File: config.mk
export PLATFORM = sky130hd
export DESIGN_NAME = softstart_seq
export DESIGN_NICKNAME = d
export VERILOG_FILES = /design/src/rtl/ssq_pkg.sv /design/src/rtl/ssq_ramp.sv /design/src/rtl/ssq_pgdeb.sv /design/src/rtl/softstart_seq.sv
export SDC_FILE = /design/constraint.sdc
export NUM_CORES = 1
export LEC_CHECK = 0
export BUFFER_PORTS_ARGS = -buffer_cell sky130_fd_sc_hd__buf_2
export CORE_ASPECT_RATIO = 0.8
export CORE_MARGIN = 2
export CORE_UTILIZATION = 60
export DETAILED_ROUTE_END_ITERATION = 8
export GPL_ROUTABILITY_DRIVEN = 0
export GPL_TIMING_DRIVEN = 0
export PLACE_DENSITY = 0.81
export SYNTH_ARGS = -nofsm -noshare
export SYNTH_HDL_FRONTEND = slang
export SYNTH_SLANG_ARGS = --single-unit
File: constraint.sdc
create_clock -name clk -period 15.65 [get_ports clk]
set_input_delay 0.7825 -clock clk [delete_from_list [all_inputs] [get_ports clk]]
set_output_delay 0.7825 -clock clk [all_outputs]
set_load 0.005 [all_outputs]
File: src/rtl/ssq_pkg.sv
package ssq_pkg;
    typedef enum logic [2:0] {
        ST_IDLE,
        ST_TON,
        ST_RAMP,
        ST_SETTLE,
        ST_RUN,
        ST_TOFF,
        ST_RSTW,
        ST_TRIP
    } ssq_state_e;
endpackage

File: src/rtl/ssq_ramp.sv
// Reference ramp: per-tick step of setpt/rise with a remainder accumulator.
module ssq_ramp #(
    parameter int W_REF  = 12,
    parameter int W_TIME = 12
) (
    input  logic              clk,
    input  logic              rst_n,
    input  logic              clr,
    input  logic              adv,
    input  logic              load,
    input  logic [W_REF-1:0]  setpt,
    input  logic [W_TIME-1:0] rise,
    output logic [W_REF-1:0]  vref
);
    localparam int W_OP  = (W_REF > W_TIME) ? W_REF : W_TIME;
    localparam int W_SUM = W_REF + 1;

    typedef struct packed {
        logic [W_REF-1:0]  v;
        logic [W_TIME-1:0] err;
    } ramp_t;

    ramp_t r_d, r_q;
    logic [W_OP-1:0]   num_e, den_e, quo_e, rem_e;
    logic [W_TIME:0]   esum;
    logic              carry;
    logic [W_SUM-1:0]  vsum;

    always_comb begin
        num_e = W_OP'(setpt);
        den_e = (rise == '0) ? W_OP'(1) : W_OP'(rise);
        quo_e = num_e / den_e;
        rem_e = num_e % den_e;
        esum  = {1'b0, r_q.err} + {1'b0, rem_e[W_TIME-1:0]};
        carry = (esum >= {1'b0, rise});
        vsum  = {1'b0, r_q.v} + {1'b0, quo_e[W_REF-1:0]} + W_SUM'(carry);
        r_d   = r_q;
        if (clr) begin
            r_d = '0;
        end else if (load) begin
            r_d.v   = setpt;
            r_d.err = '0;
        end else if (adv) begin
            r_d.err = carry ? W_TIME'(esum - {1'b0, rise}) : esum[W_TIME-1:0];
            r_d.v   = (vsum >= {1'b0, setpt}) ? setpt : vsum[W_REF-1:0];
        end
    end

    always_ff @(posedge clk or negedge rst_n) begin
        if (!rst_n) r_q <= '0;
        else        r_q <= r_d;
    end

    assign vref = r_q.v;

    // a ramp step never carries the reference past the setpoint
    a_r2_no_overshoot: assert property (@(posedge clk) disable iff (!rst_n)
        adv |=> (vref <= $past(setpt)));
endmodule

File: src/rtl/ssq_pgdeb.sv
// Power-good debounce with separate rising and falling windows.
module ssq_pgdeb #(
    parameter int W_TIME = 12
) (
    input  logic              clk,
    input  logic              rst_n,
    input  logic              tick,
    input  logic              arm,
    input  logic              good,
    input  logic [W_TIME-1:0] on_dly,
    input  logic [W_TIME-1:0] off_dly,
    output logic              pg
);
    typedef struct packed {
        logic              pg;
        logic [W_TIME-1:0] cnt;
    } pg_t;

    pg_t p_d, p_q;
    logic [W_TIME-1:0] lim;
    logic              want;

    always_comb begin
        lim  = p_q.pg ? off_dly : on_dly;
        want = p_q.pg ? !good : good;
        p_d  = p_q;
        if (!arm) begin
            p_d = '0;
        end else if (!want) begin
            p_d.cnt = '0;
        end else if (p_q.cnt >= lim) begin
            p_d.pg  = !p_q.pg;
            p_d.cnt = '0;
        end else if (tick) begin
            p_d.cnt = p_q.cnt + 1'b1;
        end
    end

    always_ff @(posedge clk or negedge rst_n) begin
        if (!rst_n) p_q <= '0;
        else        p_q <= p_d;
    end

    assign pg = p_q.pg;

    // power-good only rises on a cycle where the good condition held
    a_r5_rise_on_good: assert property (@(posedge clk) disable iff (!rst_n)
        $rose(pg) |-> $past(good));
endmodule

File: src/rtl/softstart_seq.sv
module softstart_seq
    import ssq_pkg::*;
#(
    parameter int W_REF        = 12,
    parameter int W_TIME       = 12,
    parameter int N_FLT        = 4,
    parameter int SETTLE_SHORT = 5,
    parameter int SETTLE_LONG  = 10,
    parameter int RST_UNIT_MS  = 500
) (
    input  logic              clk,
    input  logic              rst_n,
    input  logic              tick_ms,
    input  logic              en_req,
    input  logic [W_TIME-1:0] ton_delay,
    input  logic [W_TIME-1:0] ton_rise,
    input  logic [W_TIME-1:0] toff_delay,
    input  logic              off_delayed,
    input  logic [W_REF-1:0]  vset,
    input  logic              settle_en,
    input  logic              settle_long,
    input  logic [W_TIME-1:0] pg_on_dly,
    input  logic [W_TIME-1:0] pg_off_dly,
    input  logic              vout_ok,
    input  logic [N_FLT-1:0]  flt_raw,
    input  logic [N_FLT-1:0]  flt_blank,
    input  logic              swrst,
    input  logic [1:0]        rst_sel,
    output logic [W_REF-1:0]  vref,
    output logic              filt_norm,
    output logic              ss_flag,
    output logic              pgood,
    output logic              stage_en,
    output logic [N_FLT-1:0]  flt_out
);
    localparam int W_RST  = $clog2(4 * RST_UNIT_MS + SETTLE_LONG + 1);
    localparam int W_CNT  = (W_TIME > W_RST) ? W_TIME : W_RST;
    localparam logic [W_CNT-1:0] RL_1 = W_CNT'(RST_UNIT_MS);
    localparam logic [W_CNT-1:0] RL_2 = W_CNT'(2 * RST_UNIT_MS);
    localparam logic [W_CNT-1:0] RL_3 = W_CNT'(4 * RST_UNIT_MS);

    typedef struct packed {
        ssq_state_e       st;
        logic [W_CNT-1:0] cnt;
    } seq_t;

    seq_t s_d, s_q;
    logic [N_FLT-1:0] blank_mask, gated;
    logic             trip, swr_ok, done, on_stage;
    logic [W_CNT-1:0] lim, rst_lim;
    ssq_state_e       nxt;

    always_comb begin
        blank_mask = (s_q.st == ST_RAMP) ? flt_blank : '0;
        gated      = flt_raw & ~blank_mask;
        trip       = |gated;
        swr_ok     = swrst && !((ton_delay == '0) && (rst_sel == 2'b00));
        case (rst_sel)
            2'b00:   rst_lim = '0;
            2'b01:   rst_lim = RL_1;
            2'b10:   rst_lim = RL_2;
            default: rst_lim = RL_3;
        endcase
        case (s_q.st)
            ST_TON:    lim = W_CNT'(ton_delay);
            ST_RAMP:   lim = W_CNT'(ton_rise);
            ST_SETTLE: lim = settle_long ? W_CNT'(SETTLE_LONG) : W_CNT'(SETTLE_SHORT);
            ST_TOFF:   lim = W_CNT'(toff_delay);
            ST_RSTW:   lim = rst_lim;
            default:   lim = '0;
        endcase
        done = (s_q.cnt >= lim);

        nxt = s_q.st;
        case (s_q.st)
            ST_IDLE:
                if (en_req && !(|flt_raw)) nxt = ST_TON;
            ST_TON:
                if (!en_req)     nxt = ST_IDLE;
                else if (swr_ok) nxt = ST_RSTW;
                else if (done)   nxt = ST_RAMP;
            ST_RAMP, ST_SETTLE, ST_RUN:
                if (trip)         nxt = ST_TRIP;
                else if (swr_ok)  nxt = ST_RSTW;
                else if (!en_req) nxt = off_delayed ? ST_TOFF : ST_IDLE;
                else if (s_q.st == ST_RAMP && done)
                    nxt = settle_en ? ST_SETTLE : ST_RUN;
                else if (s_q.st == ST_SETTLE && done)
                    nxt = ST_RUN;
            ST_TOFF:
                if (trip)        nxt = ST_TRIP;
                else if (swr_ok) nxt = ST_RSTW;
                else if (done)   nxt = ST_IDLE;
            ST_RSTW:
                if (!en_req)   nxt = ST_IDLE;
                else if (done) nxt = ST_TON;
            ST_TRIP:
                if (!en_req) nxt = ST_IDLE;
            default:
                nxt = ST_IDLE;
        endcase

        s_d.st  = nxt;
        if (nxt != s_q.st)                s_d.cnt = '0;
        else if (tick_ms && s_q.cnt != '1) s_d.cnt = s_q.cnt + 1'b1;
        else                              s_d.cnt = s_q.cnt;
    end

    always_ff @(posedge clk or negedge rst_n) begin
        if (!rst_n) s_q <= '{st: ST_IDLE, cnt: '0};
        else        s_q <= s_d;
    end

    ssq_ramp #(.W_REF(W_REF), .W_TIME(W_TIME)) ramp_i (
        .clk   (clk),
        .rst_n (rst_n),
        .clr   (s_q.st == ST_IDLE || s_q.st == ST_TON ||
                s_q.st == ST_RSTW || s_q.st == ST_TRIP),
        .adv   (tick_ms && s_q.st == ST_RAMP),
        .load  (s_q.st == ST_RAMP && ton_rise == '0),
        .setpt (vset),
        .rise  (ton_rise),
        .vref  (vref)
    );

    ssq_pgdeb #(.W_TIME(W_TIME)) pgdeb_i (
        .clk     (clk),
        .rst_n   (rst_n),
        .tick    (tick_ms),
        .arm     (s_d.st == ST_RUN),
        .good    (vout_ok && !trip),
        .on_dly  (pg_on_dly),
        .off_dly (pg_off_dly),
        .pg      (pgood)
    );

    assign on_stage  = (s_q.st == ST_RAMP) || (s_q.st == ST_SETTLE) ||
                       (s_q.st == ST_RUN)  || (s_q.st == ST_TOFF);
    assign stage_en  = on_stage;
    assign ss_flag   = (s_q.st == ST_RAMP) || (s_q.st == ST_SETTLE);
    assign filt_norm = (s_q.st == ST_RUN)  || (s_q.st == ST_TOFF);
    assign flt_out   = gated;

    // a raw fault in idle keeps the stage off
    a_r1_no_start_on_fault: assert property (@(posedge clk) disable iff (!rst_n)
        (s_q.st == ST_IDLE && |flt_raw) |=> !stage_en);
    // every ramp begins from a zero reference
    a_r2_ramp_from_zero: assert property (@(posedge clk) disable iff (!rst_n)
        $rose(stage_en) |-> (vref == '0));
    // the reference never steps down while ramping
    a_r2_monotonic: assert property (@(posedge clk) disable iff (!rst_n)
        (s_q.st == ST_RAMP && $past(s_q.st) == ST_RAMP && $stable(vset))
            |-> (vref >= $past(vref)));
    // power-good rises only under the normal filter
    a_r5_pg_after_handover: assert property (@(posedge clk) disable iff (!rst_n)
        $rose(pgood) |-> filt_norm);
    // power-good implies an enabled stage
    a_r7_pg_needs_stage: assert property (@(posedge clk) disable iff (!rst_n)
        pgood |-> stage_en);
    // an accepted restart strobe drops the stage next cycle
    a_r8_swrst_drops_stage: assert property (@(posedge clk) disable iff (!rst_n)
        (swrst && stage_en && !(ton_delay == '0 && rst_sel == 2'b00) && !(|flt_out))
            |=> !stage_en);
    // an unmasked fault drops the stage next cycle
    a_r11_fault_trips: assert property (@(posedge clk) disable iff (!rst_n)
        (stage_en && |flt_out) |=> (!stage_en && !pgood));
endmodule

* Word-level counts from Yosys, hierarchy flattened
Cells that the tools add are included.
W data, S select, Z words.
** Operators by class
- Bitwise operators :: 2
- Multiply operators :: 0
- Add/subtract/negate cells :: 6
- Eq/ne operators :: 15
- Reduce and logical (&&, ||, !) cells :: 31
- Shifts and indexed selects :: 0
- Order comparisons :: 4
- Divide/modulo/power cells :: 2
- Multiplexer cells :: 38
** Operators by type and width (number)
- $mux W12 :: 9
- $mux W24 :: 3
- $pmux W12 S5 :: 1
- $mux W3 :: 17
- $pmux W11 S3 :: 1
- $add A12 B12 Y13 :: 2
- $ge A13 B12 Y1 :: 2
- $add A12 B1 Y12 const B :: 2
- $ge A12 B12 Y1 :: 2
- $logic_not A12 Y1 :: 2
- $pmux W3 S6 :: 1
- $eq A3 B3 Y1 const B :: 5
- $add A13 B1 Y13 :: 1
- $mux W13 :: 1
- $div A12 B12 Y12 :: 1
- $mod A12 B12 Y12 :: 1
- $ne A12 B12 Y1 const B :: 1
- $sub A12 B12 Y12 :: 1
- $logic_and A1 B1 Y1 :: 9
- $mux W4 :: 2
- $reduce_or A4 Y1 :: 2
- $logic_or A1 B1 Y1 :: 7
- $eq A3 B2 Y1 const B :: 2
- $logic_not A1 Y1 :: 5
- 15 further kinds :: 18
** Storage, ports and cells
- RAM bits :: 0
- Memories :: 0
- Bits in read-only memories :: 0
- Bits of input ports :: 91
- Logic and storage cells :: 104
- Flip-flop bits (word level) :: 52
- Latch bits :: 0

* Longest topological paths before layout
Gate-level depths: netlist (run 1).
- Word-level depth :: 14
- Mapped depth :: 132

* Cells and area by module
From an unflattened synthesis (run 1), not the netlist that was laid out.
** Unflattened totals
- Cell total of the unflattened synthesis :: 1343
- Area, all modules :: 10491.3 µm²
** Modules (own cells, without submodules)
- ssq_ramp :: seq. area each 600.6 µm², instances 1, area each 7214.4 µm², cells an instance 946
- softstart_seq :: seq. area each 375.4 µm², instances 1, area each 2263.4 µm², cells an instance 294
- ssq_pgdeb :: seq. area each 325.3 µm², instances 1, area each 1013.5 µm², cells an instance 103

* Worst setup path after synthesis (run 1)
Ideal clock, no wire load.
- Path kind :: in2reg
- Start point :: in ton_rise[11]
- End point :: reg ramp_i.r_q, in the netlist ramp_i.vref[9]
- Cell stages on the path :: 123
- Library setup time :: 95 ps
- Buffers on the path :: 9
- Data arrival time :: 27153 ps
- Path slack :: -11599 ps
- Data required time :: 15555 ps
- Cells stage by stage :: clkbuf_2 or4_1 buf_6 nor2_1 nand2_1 nor2_1 or2_2 inv_1 ha_1 a21oi_1 a21oi_1 ha_1 o21ai_0 a2111oi_4 a21oi_1 ha_1 o211ai_1 a2111oi_4 [87 not listed] fa_1 fa_1 a21o_1 a21oi_1 nor2b_1 nor2_1 o21ai_0 a41oi_1 nor2b_1 xnor2_1 ha_1 a21oi_1 o22ai_1 a2111oi_0 o211ai_1 buf_2 mux2i_1 o31ai_1
** On the way
- Word-level cells in the longest chain between the ends :: 11
- Elaborated cells on any way between the ends :: 15
- Those cells by class :: 3 x add/sub; 2 x div; 2 x order compare; 5 x mux; 3 x reduce/logical
** Ends and longest elaborated chain
- start: declaration :: line softstart_seq.sv:16 : input logic [W_TIME-1:0] ton_rise,
- $logic_not A12 Y1 :: line ssq_ramp.sv:31, softstart_seq.sv:120
- $mux W12 :: line ssq_ramp.sv:31 : den_e = (rise == '0) ? W_OP'(1) : W_OP'(rise);
- $mod A12 B12 Y12 :: line ssq_ramp.sv:33 : rem_e = num_e % den_e;
- $add A12 B12 Y13 :: line ssq_ramp.sv:34 : esum = {1'b0, r_q.err} + {1'b0, rem_e[W_TIME-1:0]};
- $ge A13 B12 Y1 :: line ssq_ramp.sv:35 : carry = (esum >= {1'b0, rise});
- $add A13 B1 Y13 :: line ssq_ramp.sv:36 : vsum = {1'b0, r_q.v} + {1'b0, quo_e[W_REF-1:0]} + W_SUM'(carry);
- $ge A13 B12 Y1 :: line ssq_ramp.sv:45 : r_d.v = (vsum >= {1'b0, setpt}) ? setpt : vsum[W_REF-1:0];
- $mux W12 :: line ssq_ramp.sv:45
- $mux W24 :: line ssq_ramp.sv:43 : end else if (adv) begin
- $mux W24 :: line ssq_ramp.sv:40 : end else if (load) begin
- $mux W24 :: line ssq_ramp.sv:38 : if (clr) begin
- end signal: assignment :: line ssq_ramp.sv:51 : else r_q <= r_d;
- end: declaration :: line ssq_ramp.sv:23 : ramp_t r_d, r_q;
Parallel ways exist; a longest one is shown, timed or not. The select of a mux whose other input is x is not followed.
A chain may end at the register's enable or synchronous reset.

* Final worst setup path (run 1)
- Start point :: in ton_rise[5]
- End point :: reg ramp_i.r_q, in the netlist ramp_i.vref[1]
The elaborated chain is that of the path after synthesis.

==> out/qor.csv, run 1 <==
stage,metric,value,unit
layout,synthToLayoutAreaGrowth,36.8,%
sta,worst_hold_slack,0.486,ns
worst_setup_path,slowest_delay,0.86,ns
synthesis,synth_flop_cell,dfrtp_1,
drt,drtIter0Drc,2166,
worst_setup_path,crit_path_end_kind,register,
synthesis,synth_cell_types,90,
placed_design,io_buffers,107,
sta,setup_viol_count_final,24,
global_route,antenna_found_initial,0,
run_status,violations,"DRC, setup timing",
global_route,grt_overflow,0,
sta,tightest_slew,1.16,ns
sta,max_freq,37.0,MHz
synthesis,syn_area_per_cell,7.71,um2
synthesis,synth.area.top_cells,"ha_1 20%, dfrtp_1 13%, xnor2_1 4.7%, nand2_1 4.6%, a21oi_1 3.9%",
synthesis,netlist_instances,1323,
placed_design,dp_hpwl,23900,um
sta,relSlewSlack,22.5,%
drt,ant_nets,0,
worst_setup_path,crit_path_start_kind,input pin,
drt,wirelength,42400,um
synthesis,yosysMostFrequentCell,ha_1,
power,power.total,1.71,mW
global_route,grt_use_total,38.8,%
die,die_h,121,um
clocking,clock_sinks,52,
clocking,clk_pin_slew,0.09,ns
clocking,clockRootBuffer,clkbuf_16,
clocking,clkLatencyLatePin,0.33,ns
synthesis,yosys_warnings,0,
layout,fillers,914,
worst_setup_path,critical_path_buf_inv_count,20,
run_status,outcome,finished with violations,
worst_hold_path,hp-class,register to register,
layout,diodes,0,
synthesis,synth_area,10200,um2
die,coreArea,16600,um2
sta,fin_crit_sh,173,%
synthesis,synth_common_cells,"160 x ha_1, 126 x nand2_1, 89 x nor2_1",
power,p_leak,6.38,nW
worst_setup_path,critPathTopFamily,compound AO/OA/AOI/OAI gates,
synthesis,synthArstFlopShare,100,%
global_route,grt_pass1_wl,56400,um
worst_setup_path,critPathKind,input pin to register,
synthesis,synth_edf_count,0,
synthesis,synth-seq-cells,52,
worst_setup_path,crit_path_frequent_cell,ha_4,
drt,viasPerCell,7.06,
synthesis,yosysSeqAreaShare,12.8,%
global_route,grt_pass1_vias,11262,
power,p_per_area,122,nW/um2
drt,vias,12823,
die,initial_core_util,61.5,%
sta,rsz0062_at_grt,yes,
worst_setup_path,path_max_fanout,7,
die,rows,42,
global_route,busiest_layer,met2,
job,cap_violations,0,
worst_setup_path,cp_data_required_time,15.83,ns
synthesis,synth_top_cell_by_area,ha_1,
global_route,met3_usage,7.85,%
sta,min_period,27.06,ns
die,pin_count,111,
sta,final_hold_viol_count,0,
clocking,cts_buffers,5,
die,die_area,18100,um2
die,die_w,150,um
sta,worst_slack,-11.41,ns
global_route,met1_usage,52.5,%
synthesis,synth_nets,1579,
sta,setup_tns,-231.17,ns
sta,fin_skew,0.0112,ns
clocking,postCtsHoldBufs,0,
worst_setup_path,cp_slowest_cell,nor4_1,
drt,drc_errors,5,
clocking,cts_max_level,2,
drt,dr.pass1.iters,9,
layout,drive_above_1_share,33.4,%
drt,routedWlPerCell,23.3,um
global_route,grt_max_degree,53,
power,ir_drop,0.000213,V
synthesis,netlist.area_leader.share,19.6,%
clocking,cts.path.max_buffers,2,
sta,slew_viol_final,0,
global_route,gr-usage-met2,59.8,%
layout,layout.nets,1851,
clocking,cts_tree,done,
worst_setup_path,crit_arrival,27.24,ns
==> timing repair <==
action | CTS | global route
cloned | 1 | 0
resized for setup | 113 | 95
pin swaps | 96 | 73
hold endpoints to repair | 0 | 0
setup buffers | 111 | 55
setup endpoints to repair | 24 | 24
==> kinds of logic after synthesis <==
logic type	synth area share [%]
xor gates and xnor gates	7.72
DFF	12.8
muxes	5.71
AOI/OAI and AO/OA	25.6
adders and majority gates	20.6
and+or+nand+nor	21.8
buffers and inverters	5.87
==> placed cells by master (no fill, tap or decap), types with 9 or more instances in the layout <==
master    synthesis  routed
a21oi_2           2      11
o21ai_1           3      23
mux2_2           18      11
buf_4            13     165
or2_2            21      17
buf_2             4     100
a31oi_1          14      10
a211oi_2          3      10
nand2b_1         14      14
inv_1            83      73
a21o_1           30      28
buf_6             1      11
xnor2_1          55      52
nor4_1           17      17
a21oi_1          80      58
a211oi_1         21      13
o21a_1           24      23
nand4_1          16      16
a21oi_4           0      13
nor2_1           89      81
or3_1            11       9
o211ai_1         13      13
mux2i_1          38      33
o21ai_2           2      10
ha_4              0      27
nand2_1         126     119
ha_1            160     131
nand3_1          31      26
clkbuf_1         35      30
dfrtp_1          52      52
o21ai_0          77      44
nor3_1           56      50
xor2_1           35      34
and3_1           11       9
==> layer usage <==
metal	part of all wire, %	up-vias
li1	-	5444
met3	14	390
met2	43	1062
met1	36	5927
met5	0	-
met4	7.7	0
==> final timing paths <==
check / from / end / slack, ns / depth (start not counted)
worst max-delay path: ton_rise[5] / ramp_i.vref[1]$_DFFE_PN0P_ / -11.41 / 126
worst min-delay path: ramp_i.r_q[11]$_DFFE_PN0P_ / ramp_i.r_q[11]$_DFFE_PN0P_ / 0.49 / 2
worst max register to register: ramp_i.r_q[1]$_DFFE_PN0P_ / ramp_i.vref[1]$_DFFE_PN0P_ / 8.04 / 34
worst min register to register: ramp_i.r_q[11]$_DFFE_PN0P_ / ramp_i.r_q[11]$_DFFE_PN0P_ / 0.49 / 2
max in group asynchronous: rst_n / pgdeb_i.p_q[0]$_DFFE_PN0P_ / 14.64 / 1
min in group asynchronous: rst_n / ramp_i.vref[9]$_DFFE_PN0P_ / 0.52 / 1
==> sequential cells by signal, indices dropped and copies added (netlist names) <==
name	cells
pgdeb_i.pg	1
ramp_i.vref	12
ramp_i.r_q	12
s_q	15
pgdeb_i.p_q	12
==> tightest hold or removal path: stages, from the launching register on <==
cell	delay, ns
dfrtp_1	0.35
nand2_1	0.05
o41ai_1	0.05
==> metrics by stage <==
stage / util (%) / setup WS (ns) / instances / area (um2)
global placement: 69.5 / -12.19 / 1650 / 11500
CTS: 79.1 / -9.00 / 1768 / 13100
floorplan: - / -8.66 / 1323 / 10700
finish: 84.1 / -11.41 / 1816 / 14000
detailed placement: 69.5 / -12.52 / 1650 / 11500
global route: 84.1 / -12.41 / 1816 / 14000
==> area by class of cell <==
class / instances / area [um2] / share of cell area [%]
plain buffers: 53 / 348 / 2.49
clock buffers: 5 / 125 / 0.896
clock inverters: 3 / 50.0 / 0.359
inverters: 86 / 354 / 2.54
multi-input cells: 1128 / 9630 / 69.0
flip-flops and latches: 52 / 1300 / 9.32
well taps: 220 / 275 / 1.97
repair buffers: 269 / 1880 / 13.4
==> report_power, final <==
group          internal [mW]  total [mW]  switching [mW]
clock network         0.0778       0.146          0.0679
registers              0.146       0.158          0.0125
logic                  0.591        1.40           0.814
Power figures use the tool's default switching activity.
==> run 2: changes to the inputs <==
- CORE_UTILIZATION: 60 -> 50
- CTS_BUF_LIST: default -> sky130_fd_sc_hd__clkbuf_4 sky130_fd_sc_hd__clkbuf_8
- PLACE_DENSITY: 0.81 -> 0.7
- SYNTH_HIERARCHICAL: default -> 1
==> run 2 against run 1 <==
Net effect:
- total power is 18% higher
- via count is 2.8% higher
- the flow finishes with violations (DRC, capacitance limit, slew limit, setup timing)
- synthesized cell count is 1.5% higher
- synthesized area is 2.8% higher
==> out/qor.csv, run 2 <==
stage,metric,value,unit,change
run_status,outcome,finished with violations,,unchanged
run_status,violations,"DRC, capacitance limit, slew limit, setup timing",,"was DRC, setup timing"
sta,fin_crit_sh,171,%,was 173%
synthesis,synth-seq-cells,52,,unchanged
sta,fin_skew,0.0344,ns,was 0.0112 ns
synthesis,synth_flop_cell,dfrtp_1,,unchanged
sta,setup_viol_count_final,24,,unchanged
sta,min_period,26.78,ns,was 27.06 ns
global_route,grt_max_degree,53,,unchanged
worst_setup_path,cp_data_required_time,15.85,ns,was 15.83 ns
layout,layout.nets,1955,,was 1851
synthesis,synth_top_cell_by_area,ha_1,,unchanged
clocking,clk_pin_slew,0.14,ns,was 0.09 ns
worst_setup_path,crit_path_end_kind,register,,unchanged
synthesis,synth_area,10500,um2,was 10200 um2
worst_setup_path,reg2reg_to,ramp_i/vref[0]$_DFFE_PN0P_,,was ramp_i.vref[1]$_DFFE_PN0P_
synthesis,synth.area.top_cells,"ha_1 19%, dfrtp_1 12%, mux2i_1 4.8%, xnor2_1 4.5%, nand2_1 4.5%",,"was ha_1 20%, dfrtp_1 13%, xnor2_1 4.7%, nand2_1 4.6%, a21oi_1 3.9%"
worst_setup_path,cp_slowest_cell,nor3_1,,was nor4_1
sta,rsz0062_at_grt,yes,,unchanged
layout,fin_area,15300,um2,was 14000 um2
synthesis,syn_area_per_cell,7.81,um2,was 7.71 um2
drt,drc_errors,1,,was 5
global_route,antenna_found_initial,0,,unchanged
synthesis,synthArstFlopShare,100,%,unchanged
sta,tightest_slew,1.52,ns,was 1.16 ns
layout,synthToLayoutAreaGrowth,46.0,%,was 36.8%
clocking,clockRootBuffer,clkbuf_8,,was clkbuf_16
worst_setup_path,worst_r2r_startpoint,ramp_i/r_q[0]$_DFFE_PN0P_,,was ramp_i.r_q[1]$_DFFE_PN0P_
die,die_area,22200,um2,was 18100 um2
worst_setup_path,path_max_fanout,8,,was 7
sta,max_freq,37.3,MHz,was 37.0 MHz
worst_setup_path,crit_arrival,26.98,ns,was 27.24 ns
drt,wirelength,47600,um,was 42400 um
worst_hold_path,hp-class,input pin to async pin,,was register to register
synthesis,yosysMostFrequentCell,ha_1,,unchanged
worst_setup_path,critical_path_buf_inv_count,20,,unchanged
layout,seqCellArea,1300,um2,unchanged
die,die_w,166,um,was 150 um
synthesis,synth_edf_count,0,,unchanged
die,die_h,134,um,was 121 um
worst_setup_path,slowest_delay,0.77,ns,was 0.86 ns
placed_design,dp_hpwl,25300,um,was 23900 um
worst_setup_path,critPathKind,input pin to register,,unchanged
layout,diodes,0,,unchanged
layout,multi_input_area,10200,um2,was 9630 um2
worst_setup_path,worstRegToRegCells,34,,unchanged
sta,final_hold_viol_count,0,,unchanged
worst_setup_path,r2r_slack,8.43,ns,was 8.04 ns
power,ir_drop,0.000168,V,was 0.000213 V
power,p_per_area,132,nW/um2,was 122 nW/um2
global_route,grt_overflow,0,,unchanged
worst_setup_path,worstSetupPathDepth,123,,was 126
drt,drtIter0Drc,1786,,was 2166
power,power.total,2.02,mW,was 1.71 mW
synthesis,yosys_warnings,6,,was 0
worst_setup_path,crit_path_frequent_cell,ha_4,,unchanged
worst_setup_path,critPathLaunch,ton_rise[6],,was ton_rise[5]
clocking,cts_tree,done,,unchanged
layout,mostFrequentLayoutCells,"239 x buf_4, 116 x nand2_1, 112 x ha_1, 109 x buf_2, 91 x nor2_1",,"was 165 x buf_4, 131 x ha_1, 119 x nand2_1, 100 x buf_2, 81 x nor2_1"
clocking,cts_buffers,5,,unchanged
placed_design,place_area,12100,um2,was 11500 um2
job,cap_violations,1,,was 0
drt,routedWlPerCell,24.2,um,was 23.3 um
worst_setup_path,crit_path_start_kind,input pin,,unchanged
layout,drive_above_1_share,40.6,%,was 33.4%
drt,vias,13187,,was 12823
layout,fin_cells,1970,,was 1816
layout,fillers,1372,,was 914
synthesis,netlist_instances,1343,,was 1323
drt,dr.pass1.iters,9,,unchanged
placed_design,dp_cells,1722,,was 1650
drt,ant_nets,0,,unchanged
clocking,cts.path.max_buffers,2,,unchanged
die,initial_core_util,50.8,%,was 61.5%
placed_design,io_buffers,110,,was 107
die,pin_count,111,,unchanged
clocking,cts_max_level,2,,unchanged
synthesis,synth_cell_types,99,,was 90
worst_setup_path,critPathTopFamily,compound AO/OA/AOI/OAI gates,,unchanged
global_route,grt_use_total,36.2,%,was 38.8%
power,p_leak,7.01,nW,was 6.38 nW
die,coreArea,20600,um2,was 16600 um2
synthesis,synth_nets,1598,,was 1579
drt,viasPerCell,6.69,,was 7.06
global_route,grt_pass1_vias,12254,,was 11262
synthesis,yosysSeqAreaShare,12.4,%,was 12.8%
sta,relSlewSlack,-1.99,%,was 22.5%
global_route,grt_pass1_wl,64700,um,was 56400 um
sta,setup_tns,-225.36,ns,was -231.17 ns
die,rows,47,,was 42
layout,top_register,s_q,,unchanged
layout,layout_commonest_cell,buf_4,,unchanged
clocking,clkLatencyLatePin,0.35,ns,was 0.33 ns
worst_setup_path,endpoint,ramp_i/vref[0]$_DFFE_PN0P_,,was ramp_i.vref[1]$_DFFE_PN0P_
sta,worst_slack,-11.13,ns,was -11.41 ns
layout,largest_reg_flops,15,,unchanged
synthesis,netlist.area_leader.share,19.0,%,was 19.6%
sta,slew_viol_final,6,,was 0
synthesis,synth_common_cells,"159 x ha_1, 125 x nand2_1, 107 x nor2_1",,"was 160 x ha_1, 126 x nand2_1, 89 x nor2_1"
clocking,clock_sinks,52,,unchanged
## run 2: stage by stage
stage,worst slack [ns],utilization [%],hold slack (ns)
5_1_grt,-11.39,74.2,0.537
3_5_place_dp,-11.41,58.7,0.490
2_1_floorplan,-7.85,-,0.455
6_report,-11.13,74.2,0.476
3_3_place_gp,-11.16,58.7,0.485
4_1_cts,-8.12,70.8,0.510
## run 2: how the worst min path moves through the flow
stage / from / to / slack [ns] / depth (start not counted)
2_1_floorplan: ramp_i/r_q[11]$_DFFE_PN0P_ / ramp_i/r_q[11]$_DFFE_PN0P_ / 0.46 / 2
3_3_place_gp: ramp_i/r_q[11]$_DFFE_PN0P_ / ramp_i/r_q[11]$_DFFE_PN0P_ / 0.49 / 2
3_5_place_dp: ramp_i/r_q[5]$_DFFE_PN0P_ / ramp_i/r_q[5]$_DFFE_PN0P_ / 0.49 / 2
4_1_cts: ramp_i/r_q[5]$_DFFE_PN0P_ / ramp_i/r_q[5]$_DFFE_PN0P_ / 0.51 / 2
5_1_grt: rst_n / s_q[7]$_DFFE_PN0P_ / 0.54 / 1
6_report: rst_n / s_q[4]$_DFFE_PN0P_ / 0.48 / 1
## run 2: final cells by class
| class | count | area share (%) |
|---|---|---|
| buffer | 57 | 2.67 |
| multi-input combinational | 1146 | 66.7 |
| inverter | 86 | 2.43 |
| clock buffer | 5 | 0.449 |
| timing repair buffer | 352 | 16.9 |
| sequential | 52 | 8.49 |
| tap | 269 | 2.20 |
| clock inverter | 3 | 0.171 |
## run 2: repair_timing
item | in CTS | in global routing
setup endpoints to repair | 24 | 24
buffers inserted | 196 | 41
resized for setup | 152 | 98
pin swaps | 115 | 90
cloned | 9 | 0
hold buffers | 0 | 0
## run 2: power breakdown
group	internal (mW)	switching [mW]
clock network	0.0332	0.0585
registers	0.154	0.0212
logic	0.793	0.960
total	0.981	1.04
## run 2: worst reg2reg max path: cells and delay by family (launching register included)
family,cells,cell delay (ns)
AOI/OAI and AO/OA,14,2.89
xor gates and xnor gates,2,0.28
and+or+nand+nor,7,1.19
muxes,1,0.10
DFF,1,0.43
buffers and inverters,4,0.50
adders and majority gates,6,1.70
## run 2: cell families (layout without fill, tap and decap cells)
family | Yosys count | count (layout) | synth area share [%]
xor gates and xnor gates | 86 | 86 | 7.18
and+or+nand+nor | 459 | 459 | 22.7
AOI/OAI and AO/OA | 363 | 364 | 24.2
adders and majority gates | 164 | 164 | 19.9
DFF | 52 | 52 | 12.4
buffers and inverters | 146 | 503 | 6.25
muxes | 73 | 73 | 7.37
## run 2: layer usage
metal | vias up | routed length (um) | track usage, %
met2 | 1044 | 19600 | 55.9
li1 | 5682 | - | -
met5 | - | 0 | 0
met4 | 0 | 4190 | 19.6
met3 | 432 | 5850 | 10.8
met1 | 6029 | 18000 | 45.6
